**src/rtl/edid_ddc1_pkg.sv**
```systemverilog
package edid_ddc1_pkg;

    typedef enum logic [1:0] {
        RA_CTRL = 2'd0,
        RA_STAT = 2'd1,
        RA_PTR  = 2'd2,
        RA_HOLD = 2'd3
    } reg_sel_e;

    typedef enum logic {
        MODE_DDC1 = 1'b0,
        MODE_DDC2 = 1'b1
    } ddc_mode_e;

    // control register fields, bit 0 upward: enable, size_large, sw_refill
    typedef struct packed {
        logic sw_refill;
        logic size_large;
        logic enable;
    } ctrl_t;

    // status register fields, bit 0 upward: refill flag, switch flag, mode
    typedef struct packed {
        logic mode;
        logic switch_flag;
        logic refill_flag;
    } stat_t;

    localparam int CTRL_W = $bits(ctrl_t);
    localparam int STAT_W = $bits(stat_t);

endpackage

```
**src/rtl/edge_sync.sv**
```systemverilog
module edge_sync #(
    parameter bit RST_LEVEL = 1'b0,
    parameter bit FALLING   = 1'b0
) (
    input  logic clk,
    input  logic rst,
    input  logic async_i,
    output logic edge_o
);
    logic meta_q, sync_q, prev_q;

    always_ff @(posedge clk) begin
        if (rst) begin
            meta_q <= RST_LEVEL;
            sync_q <= RST_LEVEL;
            prev_q <= RST_LEVEL;
        end else begin
            meta_q <= async_i;
            sync_q <= meta_q;
            prev_q <= sync_q;
        end
    end

    generate
        if (FALLING) begin : g_fall
            assign edge_o = prev_q & ~sync_q;
        end else begin : g_rise
            assign edge_o = sync_q & ~prev_q;
        end
    endgenerate

    AST_EDGE_ONE_CYCLE: assert property (@(posedge clk) disable iff (rst)
        edge_o |=> !edge_o);

endmodule

```
**src/rtl/ddc1_shifter.sv**
```systemverilog
module ddc1_shifter #(
    parameter int DATA_W = 8
) (
    input  logic              clk,
    input  logic              rst,
    input  logic              tick_i,
    input  logic              active_i,
    input  logic [DATA_W-1:0] hold_i,
    output logic              sda_q_o,
    output logic              ninth_o
);
    localparam int CNT_W = $clog2(DATA_W + 1);
    localparam logic [CNT_W-1:0] NULL_SLOT = CNT_W'(DATA_W);
    localparam logic [CNT_W-1:0] LAST_DATA = CNT_W'(DATA_W - 1);

    logic [CNT_W-1:0]  cnt_q;
    logic [DATA_W-1:0] shreg_q;
    logic              adv;

    assign adv     = tick_i & active_i;
    assign ninth_o = adv && (cnt_q == LAST_DATA);

    always_ff @(posedge clk) begin
        if (rst) begin
            cnt_q   <= NULL_SLOT;
            shreg_q <= '0;
            sda_q_o <= 1'b1;
        end else if (adv) begin
            if (cnt_q == NULL_SLOT) begin
                cnt_q   <= '0;
                shreg_q <= hold_i;
                sda_q_o <= hold_i[DATA_W-1];
            end else if (cnt_q == LAST_DATA) begin
                cnt_q   <= NULL_SLOT;
                sda_q_o <= 1'b1;
            end else begin
                cnt_q   <= cnt_q + 1'b1;
                shreg_q <= shreg_q << 1;
                sda_q_o <= shreg_q[DATA_W-2];
            end
        end
    end

    AST_NULL_BIT: assert property (@(posedge clk) disable iff (rst)
        ninth_o |=> sda_q_o);
    AST_IDLE_FREEZE: assert property (@(posedge clk) disable iff (rst)
        !adv |=> ($stable(cnt_q) && $stable(sda_q_o)));
    AST_SLOT_RANGE: assert property (@(posedge clk) disable iff (rst)
        cnt_q <= NULL_SLOT);

endmodule

```
**src/rtl/ddc1_regfile.sv**
```systemverilog
module ddc1_regfile
    import edid_ddc1_pkg::*;
#(
    parameter int DATA_W      = 8,
    parameter int PTR_W       = 8,
    parameter int SMALL_DEPTH = 128,
    parameter int LARGE_DEPTH = 256
) (
    input  logic              clk,
    input  logic              rst,
    input  logic              cpu_wr_i,
    input  logic [1:0]        cpu_addr_i,
    input  logic [DATA_W-1:0] cpu_wdata_i,
    output logic [DATA_W-1:0] cpu_rdata_o,
    input  logic              ninth_i,
    input  logic              scl_fall_i,
    input  logic [DATA_W-1:0] buf_data_i,
    output ctrl_t             ctrl_o,
    output ddc_mode_e         mode_o,
    output logic [DATA_W-1:0] hold_o,
    output logic [PTR_W-1:0]  ptr_o,
    output logic              irq_o
);
    localparam logic [PTR_W:0] LIM_SMALL = (PTR_W + 1)'(SMALL_DEPTH);
    localparam logic [PTR_W:0] LIM_LARGE = (PTR_W + 1)'(LARGE_DEPTH);

    ctrl_t             ctrl_q;
    ddc_mode_e         mode_q;
    logic [DATA_W-1:0] hold_q;
    logic [PTR_W-1:0]  ptr_q;
    logic [PTR_W-1:0]  ptr_next;
    logic [PTR_W:0]    ptr_inc;
    logic              refill_flag_q, switch_flag_q;
    logic              wr_ctrl, wr_stat, wr_ptr, wr_hold;
    logic              hw_load, sw_event;
    stat_t             stat;

    assign wr_ctrl = cpu_wr_i && (cpu_addr_i == RA_CTRL);
    assign wr_stat = cpu_wr_i && (cpu_addr_i == RA_STAT);
    assign wr_ptr  = cpu_wr_i && (cpu_addr_i == RA_PTR);
    assign wr_hold = cpu_wr_i && (cpu_addr_i == RA_HOLD);

    assign hw_load  = ninth_i && !ctrl_q.sw_refill;
    assign sw_event = ninth_i &&  ctrl_q.sw_refill;

    always_comb begin
        ptr_inc  = {1'b0, ptr_q} + 1'b1;
        ptr_next = ptr_inc[PTR_W-1:0];
        if (ptr_inc >= (ctrl_q.size_large ? LIM_LARGE : LIM_SMALL)) begin
            ptr_next = '0;
        end
    end

    always_ff @(posedge clk) begin
        if (rst) begin
            ctrl_q        <= '0;
            mode_q        <= MODE_DDC1;
            hold_q        <= '0;
            ptr_q         <= '0;
            refill_flag_q <= 1'b0;
            switch_flag_q <= 1'b0;
        end else begin
            if (wr_ctrl) ctrl_q <= ctrl_t'(cpu_wdata_i[CTRL_W-1:0]);

            if (hw_load)     ptr_q <= ptr_next;
            else if (wr_ptr) ptr_q <= cpu_wdata_i[PTR_W-1:0];

            if (hw_load)      hold_q <= buf_data_i;
            else if (wr_hold) hold_q <= cpu_wdata_i;

            if (sw_event)                    refill_flag_q <= 1'b1;
            else if (wr_stat && cpu_wdata_i[0]) refill_flag_q <= 1'b0;

            if (scl_fall_i && mode_q == MODE_DDC1) switch_flag_q <= 1'b1;
            else if (wr_stat && cpu_wdata_i[1])    switch_flag_q <= 1'b0;

            if (scl_fall_i) mode_q <= MODE_DDC2;
        end
    end

    assign stat = '{mode: (mode_q == MODE_DDC2), switch_flag: switch_flag_q,
                    refill_flag: refill_flag_q};

    always_comb begin
        unique case (reg_sel_e'(cpu_addr_i))
            RA_CTRL: cpu_rdata_o = DATA_W'(ctrl_q);
            RA_STAT: cpu_rdata_o = DATA_W'(stat);
            RA_PTR:  cpu_rdata_o = DATA_W'(ptr_q);
            default: cpu_rdata_o = hold_q;
        endcase
    end

    assign ctrl_o = ctrl_q;
    assign mode_o = mode_q;
    assign hold_o = hold_q;
    assign ptr_o  = ptr_q;
    assign irq_o  = (refill_flag_q && ctrl_q.sw_refill) || switch_flag_q;

    AST_WRAP_SMALL: assert property (@(posedge clk) disable iff (rst)
        (hw_load && !ctrl_q.size_large && ptr_q == PTR_W'(SMALL_DEPTH - 1))
        |=> (ptr_q == '0));
    AST_FLAG_STICKY: assert property (@(posedge clk) disable iff (rst)
        (refill_flag_q && !(wr_stat && cpu_wdata_i[0])) |=> refill_flag_q);
    AST_SW_PTR_KEPT: assert property (@(posedge clk) disable iff (rst)
        (sw_event && !wr_ptr) |=> $stable(ptr_q));
    AST_MODE_STICKY: assert property (@(posedge clk) disable iff (rst)
        (mode_q == MODE_DDC2) |=> (mode_q == MODE_DDC2));
    AST_SWITCH_RAISE: assert property (@(posedge clk) disable iff (rst)
        (scl_fall_i && mode_q == MODE_DDC1) |=> (switch_flag_q && irq_o));

endmodule

```
**src/rtl/edid_ddc1_tx.sv**
```systemverilog
module edid_ddc1_tx
    import edid_ddc1_pkg::*;
#(
    parameter int DATA_W      = 8,
    parameter int PTR_W       = 8,
    parameter int SMALL_DEPTH = 128,
    parameter int LARGE_DEPTH = 256
) (
    input  logic              clk,
    input  logic              rst,
    input  logic              vsync_clk_i,
    input  logic              ddc2_scl_i,
    input  logic              cpu_wr_i,
    input  logic [1:0]        cpu_addr_i,
    input  logic [DATA_W-1:0] cpu_wdata_i,
    output logic [DATA_W-1:0] cpu_rdata_o,
    output logic [PTR_W-1:0]  buf_addr_o,
    input  logic [DATA_W-1:0] buf_data_i,
    output logic              sda_o,
    output logic              irq_o
);
    logic              vs_rise, scl_fall, ninth, sda_q;
    logic [DATA_W-1:0] hold;
    ctrl_t             ctrl;
    ddc_mode_e         mode;

    edge_sync #(.RST_LEVEL(1'b0), .FALLING(1'b0)) u_vs_sync (
        .clk(clk), .rst(rst), .async_i(vsync_clk_i), .edge_o(vs_rise)
    );

    edge_sync #(.RST_LEVEL(1'b1), .FALLING(1'b1)) u_scl_sync (
        .clk(clk), .rst(rst), .async_i(ddc2_scl_i), .edge_o(scl_fall)
    );

    ddc1_shifter #(.DATA_W(DATA_W)) u_shift (
        .clk(clk), .rst(rst), .tick_i(vs_rise),
        .active_i(ctrl.enable && mode == MODE_DDC1),
        .hold_i(hold), .sda_q_o(sda_q), .ninth_o(ninth)
    );

    ddc1_regfile #(
        .DATA_W(DATA_W), .PTR_W(PTR_W),
        .SMALL_DEPTH(SMALL_DEPTH), .LARGE_DEPTH(LARGE_DEPTH)
    ) u_regs (
        .clk(clk), .rst(rst),
        .cpu_wr_i(cpu_wr_i), .cpu_addr_i(cpu_addr_i),
        .cpu_wdata_i(cpu_wdata_i), .cpu_rdata_o(cpu_rdata_o),
        .ninth_i(ninth), .scl_fall_i(scl_fall), .buf_data_i(buf_data_i),
        .ctrl_o(ctrl), .mode_o(mode), .hold_o(hold), .ptr_o(buf_addr_o),
        .irq_o(irq_o)
    );

    assign sda_o = sda_q | (mode == MODE_DDC2);

    AST_DDC2_PTR_FROZEN: assert property (@(posedge clk) disable iff (rst)
        (mode == MODE_DDC2 && !(cpu_wr_i && cpu_addr_i == RA_PTR))
        |=> $stable(buf_addr_o));
    AST_DISABLED_PTR: assert property (@(posedge clk) disable iff (rst)
        (!ctrl.enable && !(cpu_wr_i && cpu_addr_i == RA_PTR))
        |=> $stable(buf_addr_o));

endmodule

```
**config.mk**
```make
export PLATFORM = sky130hd
export DESIGN_NAME = edid_ddc1_tx
export DESIGN_NICKNAME = d
export VERILOG_FILES = /design/src/rtl/edid_ddc1_pkg.sv /design/src/rtl/edge_sync.sv /design/src/rtl/ddc1_shifter.sv /design/src/rtl/ddc1_regfile.sv /design/src/rtl/edid_ddc1_tx.sv
export SDC_FILE = /design/constraint.sdc
export NUM_CORES = 1
export LEC_CHECK = 0
export ABC_CLOCK_PERIOD_IN_PS = 1800
export BUFFER_PORTS_ARGS = -buffer_cell sky130_fd_sc_hd__buf_2
export CORE_MARGIN = 4
export CORE_UTILIZATION = 50
export DETAILED_ROUTE_END_ITERATION = 16
export GPL_TIMING_DRIVEN = 0
export HOLD_SLACK_MARGIN = 0.06
export PLACE_DENSITY_LB_ADDON = 0.25
export SETUP_SLACK_MARGIN = 0.2
export SYNTH_ARGS = -nofsm -noshare
export SYNTH_HDL_FRONTEND = slang
export SYNTH_SLANG_ARGS = --single-unit
```
**constraint.sdc**
```tcl
create_clock -name clk -period 1.8 [get_ports clk]
set_input_delay 0.36 -clock clk [delete_from_list [all_inputs] [get_ports clk]]
set_output_delay 0.36 -clock clk [all_outputs]
set_load 0.1 [all_outputs]
```
==> results of run 1 <==
power groups by stage:
stage | logic [mW] | clock network, mW | registers [mW]
3_3_place_gp | 0.348 | 0 | 0.954
2_1_floorplan | 0.227 | 0 | 0.992
6_report | 0.444 | 0.738 | 0.936
5_1_grt | 0.468 | 0.779 | 0.940
4_1_cts | 0.413 | 0.746 | 0.936
3_5_place_dp | 0.352 | 0 | 0.956
how the worst max path moves through the flow:
stage / startpoint / end / slack (ns) / depth (start not counted)
6_report: u_regs.ptr_o[4] / u_regs.ptr_o[7] / -0.06 / 10
5_1_grt: u_regs.ptr_o[1] / u_regs.ptr_o[5] / -0.1 / 8
4_1_cts: u_regs.ptr_o[2] / cpu_rdata_o[2] / -0.04 / 3
3_5_place_dp: cpu_addr_i[1] / cpu_rdata_o[2] / -0.20 / 4
3_3_place_gp: cpu_addr_i[1] / cpu_rdata_o[2] / -0.14 / 4
2_1_floorplan: u_regs.ptr_o[6] / u_regs.ptr_o[7] / -0.1 / 8
critical path, cell delays in order (launching register included):
cell and delay (ns):
dfxtp_4 0.37, buf_8 0.11, nand2_4 0.07, o31a_1 0.30
nor2_2 0.17, ha_4 0.16, inv_2 0.04, a21oi_4 0.17
buf_6 0.13, o2111ai_1 0.11, o21ai_1 0.14
synthesized netlist by cell type (3+ instances only):
cell / instances / share of area
buf_4: 3 / 0.010
and3_1: 4 / 0.011
or2_2: 3 / 0.0084
a21oi_1: 17 / 0.038
a211oi_1: 6 / 0.020
clkbuf_1: 6 / 0.010
nand4_1: 3 / 0.0084
nor3b_1: 3 / 0.010
ha_1: 6 / 0.033
mux4_2: 3 / 0.030
dfxtp_1: 40 / 0.36
nor2b_1: 8 / 0.022
nor4_1: 3 / 0.0084
nor3_1: 5 / 0.011
a311oi_1: 7 / 0.027
nand3_1: 12 / 0.027
o21ai_1: 4 / 0.0089
mux2i_1: 15 / 0.067
inv_1: 7 / 0.012
nand2_1: 29 / 0.048
nor2_1: 24 / 0.040
mux2_2: 6 / 0.030
buf_2: 6 / 0.013
kinds of logic after synthesis:
logic type,share of synthesized area
buffers and inverters,0.0568
xor gates and xnor gates,0.0156
DFF,0.356
and+or+nand+nor,0.245
adders and majority gates,0.0334
AOI/OAI and AO/OA,0.156
muxes,0.137
through the flow:
step | total power [mW] | hold WS, ns
finish | 2.12 | 0.246
global placement | 1.30 | 0.395
detailed placement | 1.31 | 0.403
global route | 2.19 | 0.245
floorplan | 1.22 | 0.389
CTS | 2.10 | 0.237
per-layer routing:
layer / GRT usage / wire length (um) / vias up / part of all wire
li1: - / - / 1079 / -
met1: 0.324 / 3130 / 1139 / 0.43
met2: 0.408 / 3490 / 105 / 0.48
met3: 0.0534 / 498 / 23 / 0.068
met4: 0.0889 / 186 / 0 / 0.025
met5: 0 / 0 / - / 0
timing repair:
action / CTS / global route
endpoints found under the setup margin: 31 / 29
gates resized for setup: 57 / 25
pin swaps: 14 / 22
setup buffers: 19 / 14
hold buffers: 0 / 0
state kept, by name, summed over array words and instances, names as in the netlist:
register	flops
u_regs.ctrl_o	3
u_vs_sync.sync_q	1
u_scl_sync.sync_q	1
u_regs.switch_flag_q	1
u_regs.refill_flag_q	1
u_regs.ptr_o	8
u_vs_sync.meta_q	1
u_scl_sync.meta_q	1
u_shift.sda_q_o	1
u_vs_sync.prev_q	1
u_scl_sync.prev_q	1
u_regs.hold_o	8
u_shift.cnt_q	4
u_shift.shreg_q	7
u_regs.mode_o	1
area by class of cell:
type                    instances  share of cell area
inverters                       8             0.00889
well taps                      52              0.0193
plain buffers                  17              0.0481
clock inverters                 1             0.00259
multi-input cells             190               0.472
repair buffers                 72               0.168
flip-flops and latches         40               0.249
clock buffers                   7              0.0318
==> impl_results.html, run 1 <==
<table>
<tr><th>Metric</th><th>Value</th></tr>
<tr><th colspan="2">Outcome</th></tr>
<tr><td>Status</td><td>finished with violations</td></tr>
<tr><td>Failing checks</td><td>setup timing</td></tr>
<tr><th colspan="2">Logic synthesis</th></tr>
<tr><td>Total of warnings raised by yosys</td><td>0</td></tr>
<tr><td>Nets in the synthesized netlist</td><td>284</td></tr>
<tr><td>Number of synthesized flops with an enable pin</td><td>0</td></tr>
<tr><td>Share of synthesized registers carrying an async set or reset</td><td>0</td></tr>
<tr><td>Dominant register cell in the synthesized netlist</td><td>dfxtp_1</td></tr>
<tr><td>Avg Cell Area, Syn</td><td>8.81 sq um</td></tr>
<tr><td>Sequential element share of the synthesized area</td><td>0.356</td></tr>
<tr><td>Count of mapped cells out of synthesis</td><td>roughly 260</td></tr>
<tr><td>Synthesized area</td><td>2250 sq um</td></tr>
<tr><td>Number of unique standard cell types used by synthesis</td><td>50</td></tr>
<tr><td>Flip-flop and latch count after synthesis</td><td>40</td></tr>
<tr><th colspan="2">Placed design</th></tr>
<tr><td>Placed Area</td><td>2690 sq um</td></tr>
<tr><td>Estimated wirelength of the detail-placed design</td><td>4.36 mm</td></tr>
<tr><td>Place WS</td><td>-0.195 ns</td></tr>
<tr><td>I/O Buffers</td><td>39</td></tr>
<tr><td>Routability congestion estimate from global placement</td><td>0.842</td></tr>
<tr><td>Post-placement cell count</td><td>between 300 and 400</td></tr>
<tr><th colspan="2">Power and ir drop</th></tr>
<tr><td>Clk pwr share</td><td>0.348</td></tr>
<tr><td>Switching share of power</td><td>0.305</td></tr>
<tr><td>Combinational share of power</td><td>0.210</td></tr>
<tr><td>Part of the total power dissipated in sequential elements</td><td>0.442</td></tr>
<tr><td>Max VDD drop</td><td>0.000341 V</td></tr>
<tr><td>Psw</td><td>0.646 mW</td></tr>
<tr><td>PD cells</td><td>roughly 630 nW/um^2</td></tr>
<tr><td>Power Internal</td><td>1.47 mW</td></tr>
<tr><td>Static Leakage</td><td>1.39 nW</td></tr>
<tr><th colspan="2">Detailed routing</th></tr>
<tr><td>DRT Wirelength</td><td>7.30 mm</td></tr>
<tr><td>Remaining routing DRC violations</td><td>0</td></tr>
<tr><td>DR vias</td><td>2346</td></tr>
<tr><td>Iteration-0 DRC count of the detailed router</td><td>around 110</td></tr>
<tr><td>DR WL/cell</td><td>18.9 um</td></tr>
<tr><td>Drt first pass iters</td><td>5</td></tr>
<tr><td>Detail Route Antenna Nets</td><td>0</td></tr>
<tr><td>Avg Vias per Cell</td><td>6.06</td></tr>
<tr><th colspan="2">Clock tree</th></tr>
<tr><td>Root buffer cell</td><td>clkbuf_8</td></tr>
<tr><td>Clock input transition at the sequential cells of the worst setup and hold paths</td><td>about 0.08 ns</td></tr>
<tr><td>CTS sink cnt</td><td>40</td></tr>
<tr><td>Htree depth</td><td>2</td></tr>
<tr><td>Worst skew pair latency</td><td>0.31 ns</td></tr>
<tr><td>CTS tree</td><td>yes</td></tr>
<tr><td>TritonCTS Buffers</td><td>5</td></tr>
<tr><td>Worst-case clock buffer depth</td><td>2</td></tr>
<tr><th colspan="2">Finish</th></tr>
<tr><td>Most frequent standard cell in the layout excluding fill and tap cells</td><td>buf_4</td></tr>
<tr><td>Fill count</td><td>276</td></tr>
<tr><td>Finished layout cell area</td><td>approximately 3400 sq um</td></tr>
<tr><td>Signed area change from the synthesized netlist to the final layout</td><td>50.4%</td></tr>
<tr><td>Footprint of the multi-input gates</td><td>1600 sq um</td></tr>
<tr><td>Flip-flop and latch area</td><td>842 sq um</td></tr>
<tr><td>Highest-count cells in the layout ignoring fill and taps</td><td>32 x buf_4, 28 x buf_2, 27 x dfxtp_1</td></tr>
<tr><td>Post-Layout Cell Count</td><td>387</td></tr>
<tr><td>Utilization after layout</td><td>0.776</td></tr>
<tr><td>Nets</td><td>363</td></tr>
<tr><td>Number of inserted diodes</td><td>0</td></tr>
<tr><td>Fraction of layout cells with a size suffix above 1</td><td>0.478</td></tr>
<tr><th colspan="2">Timing</th></tr>
<tr><td>Post-Route Setup TNS</td><td>-0.256 ns</td></tr>
<tr><td>Worst clock skew</td><td>0.0127 ns</td></tr>
<tr><td>Number of hold violations in the final report</td><td>0</td></tr>
<tr><td>Shortest period the worst path allows</td><td>1.86 ns</td></tr>
<tr><td>Final setup violation count</td><td>8</td></tr>
<tr><td>Final count of pins violating max slew</td><td>0</td></tr>
<tr><td>Unrepaired setup endpoints after global routing</td><td>true</td></tr>
<tr><td>Final period utilization</td><td>1.03</td></tr>
<tr><td>Rel. slew slack</td><td>0.565</td></tr>
<tr><td>Highest attainable clock frequency</td><td>roughly 540 MHz</td></tr>
<tr><td>Post-layout worst setup margin</td><td>-0.0557 ns</td></tr>
<tr><td>Slew of the pin with the lowest slew margin</td><td>0.652 ns</td></tr>
<tr><th colspan="2">Hold path</th></tr>
<tr><td>Hold path endpoint</td><td>u_scl_sync.meta_q</td></tr>
<tr><td>Number of cells traversed by the worst hold path</td><td>2</td></tr>
<tr><td>Worst min-delay path class</td><td>primary input to flop</td></tr>
<tr><td>Hold path start</td><td>ddc2_scl_i</td></tr>
<tr><th colspan="2">Critical path</th></tr>
<tr><td>Arrival time of data at the critical path endpoint</td><td>2.08 ns</td></tr>
<tr><td>Crit path capture type</td><td>flop</td></tr>
<tr><td>Worst-case reg-to-reg path depth</td><td>10</td></tr>
<tr><td>Startpoint of the most critical register-to-register path</td><td>u_regs.ptr_o[4]</td></tr>
<tr><td>Worst setup slack for register-to-register paths</td><td>-0.06 ns</td></tr>
<tr><td>Required time of the critical path</td><td>2.03 ns</td></tr>
<tr><td>Reg-to-Reg End</td><td>u_regs.ptr_o[7]</td></tr>
<tr><td>Type of origin of the critical path</td><td>flop</td></tr>
<tr><td>Worst-path maximum fanout</td><td>4</td></tr>
<tr><td>Kind of critical path</td><td>flop to flop</td></tr>
<tr><th colspan="2">Global route</th></tr>
<tr><td>Tot GR Track Use</td><td>0.249</td></tr>
<tr><td>Initial antenna violation count</td><td>0</td></tr>
<tr><td>Vias in the first global route</td><td>2213</td></tr>
<tr><td>Wire length of the first global-routing pass</td><td>10.7 mm</td></tr>
<tr><td>Pin count of the biggest net entering global routing</td><td>14</td></tr>
<tr><td>Overflow after GRT</td><td>0</td></tr>
<tr><th colspan="2">Floorplan</th></tr>
<tr><td>Floorplan row count</td><td>24</td></tr>
<tr><td>Initial core utilization</td><td>0.516</td></tr>
<tr><td>Num ports</td><td>41</td></tr>
<tr><td>Height of the die</td><td>75.0 um</td></tr>
<tr><td>Core area</td><td>4350 sq um</td></tr>
<tr><td>Area of the die</td><td>5630 sq um</td></tr>
<tr><td>Horizontal die dimension</td><td>75.0 um</td></tr>
<tr><th colspan="2">Run</th></tr>
<tr><td>Number of maximum-capacitance constraint violations</td><td>0</td></tr>
</table>
No activity file was read; power rests on OpenSTA's default activity.
==> inputs of run 2 (changes only) <==
Settings changed: CELL_PAD_IN_SITES_DETAIL_PLACEMENT set to 0, CELL_PAD_IN_SITES_GLOBAL_PLACEMENT set to 1, CORE_UTILIZATION 50 to 39, CTS_BUF_LIST set to sky130_fd_sc_hd__clkbuf_2 sky130_fd_sc_hd__clkbuf_4 sky130_fd_sc_hd__clkbuf_8.
==> impl_results.html, run 2 (same netlist as run 1, synthesis figures left out) <==
<table>
<tr><th>Metric</th><th>Value</th></tr>
<tr><th colspan="2">Timing</th></tr>
<tr><td>Shortest period the worst path allows</td><td>1.84 ns (-0.0205 ns)</td></tr>
<tr><td>Post-layout worst setup margin</td><td>-0.0352 ns (+0.0205 ns)</td></tr>
<tr><td>Worst clock skew</td><td>0.0118 ns (-0.000908 ns)</td></tr>
<tr><td>Unrepaired setup endpoints after global routing</td><td>true</td></tr>
<tr><td>Final setup violation count</td><td>5 (-3)</td></tr>
<tr><td>Slew of the pin with the lowest slew margin</td><td>0.625 ns (-0.0277 ns)</td></tr>
<tr><td>Final count of pins violating max slew</td><td>0 (unchanged)</td></tr>
<tr><td>Rel. slew slack</td><td>0.583 (+0.0176)</td></tr>
<tr><td>Number of hold violations in the final report</td><td>0 (unchanged)</td></tr>
<tr><td>Final period utilization</td><td>1.02 (-0.0114)</td></tr>
<tr><td>Highest attainable clock frequency</td><td>545 MHz (+1.1%)</td></tr>
<tr><th colspan="2">Global route</th></tr>
<tr><td>Tot GR Track Use</td><td>0.196 (-0.0532)</td></tr>
<tr><td>Initial antenna violation count</td><td>0 (unchanged)</td></tr>
<tr><td>Overflow after GRT</td><td>0 (unchanged)</td></tr>
<tr><td>Vias in the first global route</td><td>2162 (-2.3%)</td></tr>
<tr><td>Wire length of the first global-routing pass</td><td>11.0 mm (+3.4%)</td></tr>
<tr><td>Pin count of the biggest net entering global routing</td><td>13 (-1)</td></tr>
<tr><th colspan="2">Detailed routing</th></tr>
<tr><td>Detail Route Antenna Nets</td><td>0 (unchanged)</td></tr>
<tr><td>Remaining routing DRC violations</td><td>0 (unchanged)</td></tr>
<tr><td>Avg Vias per Cell</td><td>5.46 (-10%)</td></tr>
<tr><td>Iteration-0 DRC count of the detailed router</td><td>69 (-39%)</td></tr>
<tr><td>Drt first pass iters</td><td>4 (-1)</td></tr>
<tr><td>DR vias</td><td>2215 (-5.6%)</td></tr>
<tr><td>DR WL/cell</td><td>17.5 um (-7.4%)</td></tr>
<tr><td>DRT Wirelength</td><td>7.09 mm (-2.9%)</td></tr>
<tr><th colspan="2">Critical path</th></tr>
<tr><td>Worst-case reg-to-reg path depth</td><td>9 (-1)</td></tr>
<tr><td>Worst setup slack for register-to-register paths</td><td>-0.03 ns (+0.03 ns)</td></tr>
<tr><td>Type of origin of the critical path</td><td>flop</td></tr>
<tr><td>Startpoint of the most critical register-to-register path</td><td>u_regs.ptr_o[6]</td></tr>
<tr><td>Crit path capture type</td><td>primary output</td></tr>
<tr><td>Slowest cell delay on critical path</td><td>0.50 ns (+0.13 ns)</td></tr>
<tr><td>Worst-path maximum fanout</td><td>4 (unchanged)</td></tr>
<tr><td>Worst path cell trace</td><td>buf_6, mux4_2, buf_12</td></tr>
<tr><td>Required time of the critical path</td><td>1.44 ns (-0.59 ns)</td></tr>
<tr><td>Buffering stage count on the worst path with inverters included</td><td>2 (-1)</td></tr>
<tr><td>Highest-delay cell along the critical path</td><td>mux4_2</td></tr>
<tr><td>Kind of cell adding the most delay to the critical path</td><td>multiplexers</td></tr>
<tr><td>Reg-to-Reg End</td><td>u_regs.ptr_o[7]</td></tr>
<tr><td>Arrival time of data at the critical path endpoint</td><td>1.48 ns (-0.60 ns)</td></tr>
<tr><td>Kind of critical path</td><td>flop to primary output</td></tr>
<tr><th colspan="2">Outcome</th></tr>
<tr><td>Status</td><td>finished with violations</td></tr>
<tr><td>Failing checks</td><td>setup timing</td></tr>
<tr><th colspan="2">Floorplan</th></tr>
<tr><td>Horizontal die dimension</td><td>83.9 um (+12%)</td></tr>
<tr><td>Core area</td><td>5540 sq um (+27%)</td></tr>
<tr><td>Initial core utilization</td><td>0.406 (-0.110)</td></tr>
<tr><td>Area of the die</td><td>7040 sq um (+25%)</td></tr>
<tr><td>Num ports</td><td>41 (unchanged)</td></tr>
<tr><td>Height of the die</td><td>83.9 um (+12%)</td></tr>
<tr><td>Floorplan row count</td><td>27 (+13%)</td></tr>
<tr><th colspan="2">Placed design</th></tr>
<tr><td>Place WS</td><td>-0.173 ns (+0.0220 ns)</td></tr>
<tr><td>Placed Area</td><td>2720 sq um (+0.93%)</td></tr>
<tr><td>Routability congestion estimate from global placement</td><td>0.818 (-2.8%)</td></tr>
<tr><td>I/O Buffers</td><td>39 (unchanged)</td></tr>
<tr><td>Estimated wirelength of the detail-placed design</td><td>4.56 mm (+4.6%)</td></tr>
<tr><th colspan="2">Hold path</th></tr>
<tr><td>Worst min-delay path class</td><td>primary input to flop</td></tr>
<tr><td>Hold path endpoint</td><td>u_scl_sync.meta_q</td></tr>
<tr><td>Number of cells traversed by the worst hold path</td><td>2 (unchanged)</td></tr>
<tr><td>Hold path start</td><td>ddc2_scl_i</td></tr>
<tr><th colspan="2">Finish</th></tr>
<tr><td>Finished layout cell area</td><td>3410 sq um (+1.0%)</td></tr>
<tr><td>Fill count</td><td>479 (+74%)</td></tr>
<tr><td>Nets</td><td>362 (-0.28%)</td></tr>
<tr><td>Signed area change from the synthesized netlist to the final layout</td><td>51.9%</td></tr>
<tr><td>Highest-count cells in the layout ignoring fill and taps</td><td>30 x buf_4, 28 x buf_2, 26 x nand2_1, 26 x dfxtp_1, 24 x nor2_1</td></tr>
<tr><td>Fraction of layout cells with a size suffix above 1</td><td>0.458 (-0.0195)</td></tr>
<tr><td>Number of inserted diodes</td><td>0 (unchanged)</td></tr>
<tr><td>Most frequent standard cell in the layout excluding fill and tap cells</td><td>buf_4</td></tr>
<tr><th colspan="2">Clock tree</th></tr>
<tr><td>Clock input transition at the sequential cells of the worst setup and hold paths</td><td>0.09 ns (about the same)</td></tr>
<tr><td>Htree depth</td><td>2 (unchanged)</td></tr>
<tr><td>CTS tree</td><td>yes</td></tr>
<tr><td>CTS sink cnt</td><td>40 (unchanged)</td></tr>
<tr><td>Root buffer cell</td><td>clkbuf_8</td></tr>
<tr><td>Total of hold buffers inserted after clock tree synthesis</td><td>0 (unchanged)</td></tr>
<tr><td>Worst skew pair latency</td><td>0.30 ns (about the same)</td></tr>
<tr><td>TritonCTS Buffers</td><td>5 (unchanged)</td></tr>
<tr><td>Worst-case clock buffer depth</td><td>2 (unchanged)</td></tr>
<tr><th colspan="2">Run</th></tr>
<tr><td>Number of maximum-capacitance constraint violations</td><td>0 (unchanged)</td></tr>
<tr><th colspan="2">Power and ir drop</th></tr>
<tr><td>Static Leakage</td><td>1.43 nW (+2.5%)</td></tr>
<tr><td>Max VDD drop</td><td>0.000346 V (+1.4%)</td></tr>
<tr><td>PD cells</td><td>625 nW/um^2 (-0.22%)</td></tr>
</table>
[run 2: layout make-up]
| class | count | area, sq um | area share |
|---|---|---|---|
| Timing Repair Buffer | 71 | 624 | 0.183 |
| Multi-Input combinational cell | 190 | 1550 | 0.454 |
| Tap cell | 72 | 90.1 | 0.0264 |
| Clock inverter | 2 | 35.0 | 0.0103 |
| Sequential cell | 40 | 846 | 0.248 |
| Clock buffer | 6 | 76.3 | 0.0224 |
| Buffer | 17 | 163 | 0.0477 |
| Inverter | 8 | 30.0 | 0.00880 |
[run 2: per-layer routing]
layer,vias up,global-route usage,wire length (um)
met1,1073,0.267,3300
met3,7,0.0454,309
li1,1077,-,-
met5,-,0,0
met4,0,0.0439,68
met2,58,0.316,3420
[run 2: through the flow]
stage	util	TNS, ns	instances	total power [mW]	hold WS [ns]
6_report	0.616	-0.115	406	2.13	0.265
5_1_grt	0.616	-0.681	406	2.22	0.254
4_1_cts	0.565	-0.156	395	2.11	0.261
3_5_place_dp	0.491	-1.67	366	1.31	0.403
3_3_place_gp	0.491	-1.39	366	1.31	0.399
2_1_floorplan	-	-0.559	255	1.22	0.389
[run 2: worst max path at each step]
stage,depth (start not counted),startpoint,to
3_5_place_dp,7,u_regs.ptr_o[0],u_regs.ptr_o[6]
2_1_floorplan,8,u_regs.ptr_o[6],u_regs.ptr_o[7]
5_1_grt,9,u_regs.ptr_o[6],u_regs.ptr_o[7]
4_1_cts,9,u_regs.ptr_o[0],u_regs.ptr_o[6]
6_report,3,u_regs.ptr_o[2],cpu_rdata_o[2]
3_3_place_gp,7,u_regs.ptr_o[0],u_regs.ptr_o[7]
[run 2: what timing repair did]
action,CTS,global route
pin swaps,12,15
buffers inserted,21,11
setup endpoints to repair,34,29
gates resized for setup,39,46
[run 2: worst register-to-register path: cells and delay by family (launching register included)]
family                   cells  cell delay, ns
AND/OR/NAND/NOR              2            0.18
buffers and inverters        2            0.15
AO/OA/AOI/OAI                4            0.89
adder cells (fa/ha/maj)      1            0.19
flip-flops                   1            0.36
[run 2: power breakdown]
part | leakage, nW | internal [mW] | switching [mW]
clock | 0.0586 | 0.427 | 0.338
combinational | 1.03 | 0.174 | 0.262
sequential | 0.335 | 0.903 | 0.0306
total | 1.43 | 1.50 | 0.631
==> inputs of run 3 (changes only) <==
Settings changed: BUFFER_PORTS_ARGS -buffer_cell sky130_fd_sc_hd__buf_2 to -buffer_cell sky130_fd_sc_hd__clkbuf_2.
==> impl_results.html, run 3 (same netlist as run 1, synthesis figures left out) <==
<table>
<tr><th>Metric</th><th>Value</th></tr>
<tr><th colspan="2">Detailed routing</th></tr>
<tr><td>Iteration-0 DRC count of the detailed router</td><td>103 (+49%)</td></tr>
<tr><td>Drt first pass iters</td><td>4 (unchanged)</td></tr>
<tr><td>Remaining routing DRC violations</td><td>0 (unchanged)</td></tr>
<tr><td>DR vias</td><td>2218 (+0.14%)</td></tr>
<tr><td>Detail Route Antenna Nets</td><td>0 (unchanged)</td></tr>
<tr><td>DR WL/cell</td><td>16.7 um (-4.1%)</td></tr>
<tr><td>Avg Vias per Cell</td><td>5.38 (-1.3%)</td></tr>
<tr><td>DRT Wirelength</td><td>6.90 mm (-2.7%)</td></tr>
<tr><th colspan="2">Timing</th></tr>
<tr><td>Rel. slew slack</td><td>0.558 (-0.0250)</td></tr>
<tr><td>Worst clock skew</td><td>0.00917 ns (-0.00260 ns)</td></tr>
<tr><td>Highest attainable clock frequency</td><td>528 MHz (-3.1%)</td></tr>
<tr><td>Post-layout worst setup margin</td><td>-0.0933 ns (-0.0581 ns)</td></tr>
<tr><td>Slew of the pin with the lowest slew margin</td><td>0.663 ns (+0.0388 ns)</td></tr>
<tr><td>Shortest period the worst path allows</td><td>1.89 ns (+0.0581 ns)</td></tr>
<tr><td>Number of hold violations in the final report</td><td>0 (unchanged)</td></tr>
<tr><td>Final count of pins violating max slew</td><td>0 (unchanged)</td></tr>
<tr><td>Unrepaired setup endpoints after global routing</td><td>true</td></tr>
<tr><td>Final period utilization</td><td>1.05 (+0.0323)</td></tr>
<tr><td>Final setup violation count</td><td>8 (+3)</td></tr>
<tr><th colspan="2">Critical path</th></tr>
<tr><td>Arrival time of data at the critical path endpoint</td><td>2.08 ns (+0.60 ns)</td></tr>
<tr><td>Worst path cell trace</td><td>buf_6, nand3_4, buf_6, nor4_4, nor2_1, ha_2, and3_4, o221a_4, o21ai_2</td></tr>
<tr><td>Worst-path maximum fanout</td><td>5 (+1)</td></tr>
<tr><td>Worst setup slack for register-to-register paths</td><td>-0.09 ns (-0.06 ns)</td></tr>
<tr><td>Kind of critical path</td><td>flop to flop</td></tr>
<tr><td>Critical Path Most Common Cell</td><td>buf_6</td></tr>
<tr><td>Reg-to-Reg End</td><td>u_regs.ptr_o[1]</td></tr>
<tr><td>Startpoint of the most critical register-to-register path</td><td>u_regs.ptr_o[0]</td></tr>
<tr><td>Slowest cell delay on critical path</td><td>0.35 ns (-0.15 ns)</td></tr>
<tr><td>Kind of cell adding the most delay to the critical path</td><td>simple AND/OR/NAND/NOR gates</td></tr>
<tr><td>Crit path capture type</td><td>flop</td></tr>
<tr><td>Worst-case reg-to-reg path depth</td><td>9 (unchanged)</td></tr>
<tr><td>Type of origin of the critical path</td><td>flop</td></tr>
<tr><td>Required time of the critical path</td><td>1.98 ns (+0.54 ns)</td></tr>
<tr><td>Highest-delay cell along the critical path</td><td>dfxtp_4</td></tr>
<tr><td>Buffering stage count on the worst path with inverters included</td><td>2 (unchanged)</td></tr>
<tr><th colspan="2">Placed design</th></tr>
<tr><td>Routability congestion estimate from global placement</td><td>0.804 (-1.7%)</td></tr>
<tr><td>I/O Buffers</td><td>39 (unchanged)</td></tr>
<tr><td>Place WS</td><td>-0.185 ns (-0.0117 ns)</td></tr>
<tr><td>Post-placement cell count</td><td>366 (unchanged)</td></tr>
<tr><td>Placed Area</td><td>2720 sq um (unchanged)</td></tr>
<tr><td>Estimated wirelength of the detail-placed design</td><td>4.52 mm (-0.89%)</td></tr>
<tr><th colspan="2">Finish</th></tr>
<tr><td>Finished layout cell area</td><td>3510 sq um (+2.9%)</td></tr>
<tr><td>Highest-count cells in the layout ignoring fill and taps</td><td>27 x clkbuf_2, 27 x buf_4, 26 x nand2_1, 26 x dfxtp_1, 24 x nor2_1</td></tr>
<tr><td>Nets</td><td>368 (+1.7%)</td></tr>
<tr><td>Post-Layout Cell Count</td><td>412 (+1.5%)</td></tr>
<tr><td>Utilization after layout</td><td>0.634 (+0.0178)</td></tr>
<tr><td>Fraction of layout cells with a size suffix above 1</td><td>0.491 (+0.0331)</td></tr>
<tr><td>Number of inserted diodes</td><td>0 (unchanged)</td></tr>
<tr><td>Signed area change from the synthesized netlist to the final layout</td><td>56.3%</td></tr>
<tr><th colspan="2">Run</th></tr>
<tr><td>Number of maximum-capacitance constraint violations</td><td>0 (unchanged)</td></tr>
<tr><th colspan="2">Floorplan</th></tr>
<tr><td>Core area</td><td>5540 sq um (unchanged)</td></tr>
<tr><td>Area of the die</td><td>7040 sq um (unchanged)</td></tr>
<tr><td>Initial core utilization</td><td>0.406 (unchanged)</td></tr>
<tr><td>Floorplan row count</td><td>27 (unchanged)</td></tr>
<tr><td>Num ports</td><td>41 (unchanged)</td></tr>
<tr><td>Height of the die</td><td>83.9 um (unchanged)</td></tr>
<tr><td>Horizontal die dimension</td><td>83.9 um (unchanged)</td></tr>
<tr><th colspan="2">Global route</th></tr>
<tr><td>Overflow after GRT</td><td>0 (unchanged)</td></tr>
<tr><td>Met3 routing resource usage after global routing</td><td>0.0336 (-0.0118)</td></tr>
<tr><td>Initial antenna violation count</td><td>0 (unchanged)</td></tr>
<tr><td>Highest-utilization routing layer at the global route stage</td><td>met2</td></tr>
<tr><td>Routing usage on met1</td><td>0.267 (about the same)</td></tr>
<tr><td>Met2 Track Usage GR</td><td>0.302 (-0.0145)</td></tr>
<tr><td>Pin count of the biggest net entering global routing</td><td>13 (unchanged)</td></tr>
<tr><td>Wire length of the first global-routing pass</td><td>10.9 mm (-1.7%)</td></tr>
<tr><td>Vias in the first global route</td><td>2147 (-0.69%)</td></tr>
<tr><td>Tot GR Track Use</td><td>0.190 (-0.00613)</td></tr>
<tr><th colspan="2">Clock tree</th></tr>
<tr><td>Htree depth</td><td>2 (unchanged)</td></tr>
<tr><td>Worst skew pair latency</td><td>0.29 ns (about the same)</td></tr>
<tr><td>CTS sink cnt</td><td>40 (unchanged)</td></tr>
<tr><td>Clock input transition at the sequential cells of the worst setup and hold paths</td><td>0.07 ns (-0.02 ns)</td></tr>
<tr><td>Worst-case clock buffer depth</td><td>2 (unchanged)</td></tr>
<tr><td>CTS tree</td><td>yes</td></tr>
<tr><td>Root buffer cell</td><td>clkbuf_8</td></tr>
<tr><td>Total of hold buffers inserted after clock tree synthesis</td><td>0 (unchanged)</td></tr>
<tr><td>TritonCTS Buffers</td><td>5 (unchanged)</td></tr>
<tr><th colspan="2">Hold path</th></tr>
<tr><td>Worst min-delay path class</td><td>primary input to flop</td></tr>
<tr><td>Hold path start</td><td>ddc2_scl_i</td></tr>
<tr><td>Hold path endpoint</td><td>u_scl_sync.meta_q</td></tr>
<tr><td>Number of cells traversed by the worst hold path</td><td>2 (unchanged)</td></tr>
<tr><th colspan="2">Power and ir drop</th></tr>
<tr><td>Total power</td><td>2.18 mW (+2.2%)</td></tr>
<tr><td>Max VDD drop</td><td>0.000423 V (+22%)</td></tr>
<tr><td>Static Leakage</td><td>1.48 nW (+3.3%)</td></tr>
<tr><td>PD cells</td><td>621 nW/um^2 (-0.68%)</td></tr>
<tr><th colspan="2">Outcome</th></tr>
<tr><td>Status</td><td>finished with violations</td></tr>
<tr><td>Failing checks</td><td>setup timing</td></tr>
</table>
## run 3: how the worst max path moves through the flow
stage | start | to | depth (start not counted)
after floorplan | u_regs.ptr_o[6] | u_regs.ptr_o[7] | 8
after global placement | cpu_addr_i[1] | cpu_rdata_o[2] | 4
after detailed placement | cpu_addr_i[1] | cpu_rdata_o[2] | 4
after CTS | u_regs.ptr_o[2] | cpu_rdata_o[2] | 3
after global routing | u_regs.ptr_o[1] | u_regs.ptr_o[1] | 9
final | u_regs.ptr_o[0] | u_regs.ptr_o[1] | 9
## run 3: area by class of cell
type,instances,area (sq um)
Buffer,17,163
Tap cell,72,90.1
Multi-Input combinational cell,190,1600
Timing Repair Buffer,77,662
Clock buffer,7,96.3
Sequential cell,40,843
Inverter,8,30.0
Fill cell,457,2030
Clock inverter,1,30.0
## run 3: repair_timing
action	4_1_cts	5_1_grt
gates cloned	0	2
pin swaps	13	28
buffers inserted	16	20
endpoints found under the setup margin	33	25
resized for setup	43	42
## run 3: metrics by stage
step	TNS [ns]	hold slack, ns
floorplan	-0.559	0.389
global placement	-1.85	0.401
detailed placement	-1.96	0.409
CTS	-0.0998	0.270
global route	-1.17	0.271
finish	-0.434	0.272
## run 3: routing by layer
metal  up-vias  part of all wire
li1       1093                 -
met1      1057              0.47
met2        63              0.48
met3         5             0.047
met4         0            0.0080
met5         -                 0
## run 3: report_power, final
part / switching (mW) / leakage, nW / internal, mW
Clock: 0.323 / 0.0645 / 0.490
Combinational: 0.263 / 1.08 / 0.174
Sequential: 0.0281 / 0.335 / 0.904
Total: 0.614 / 1.48 / 1.57
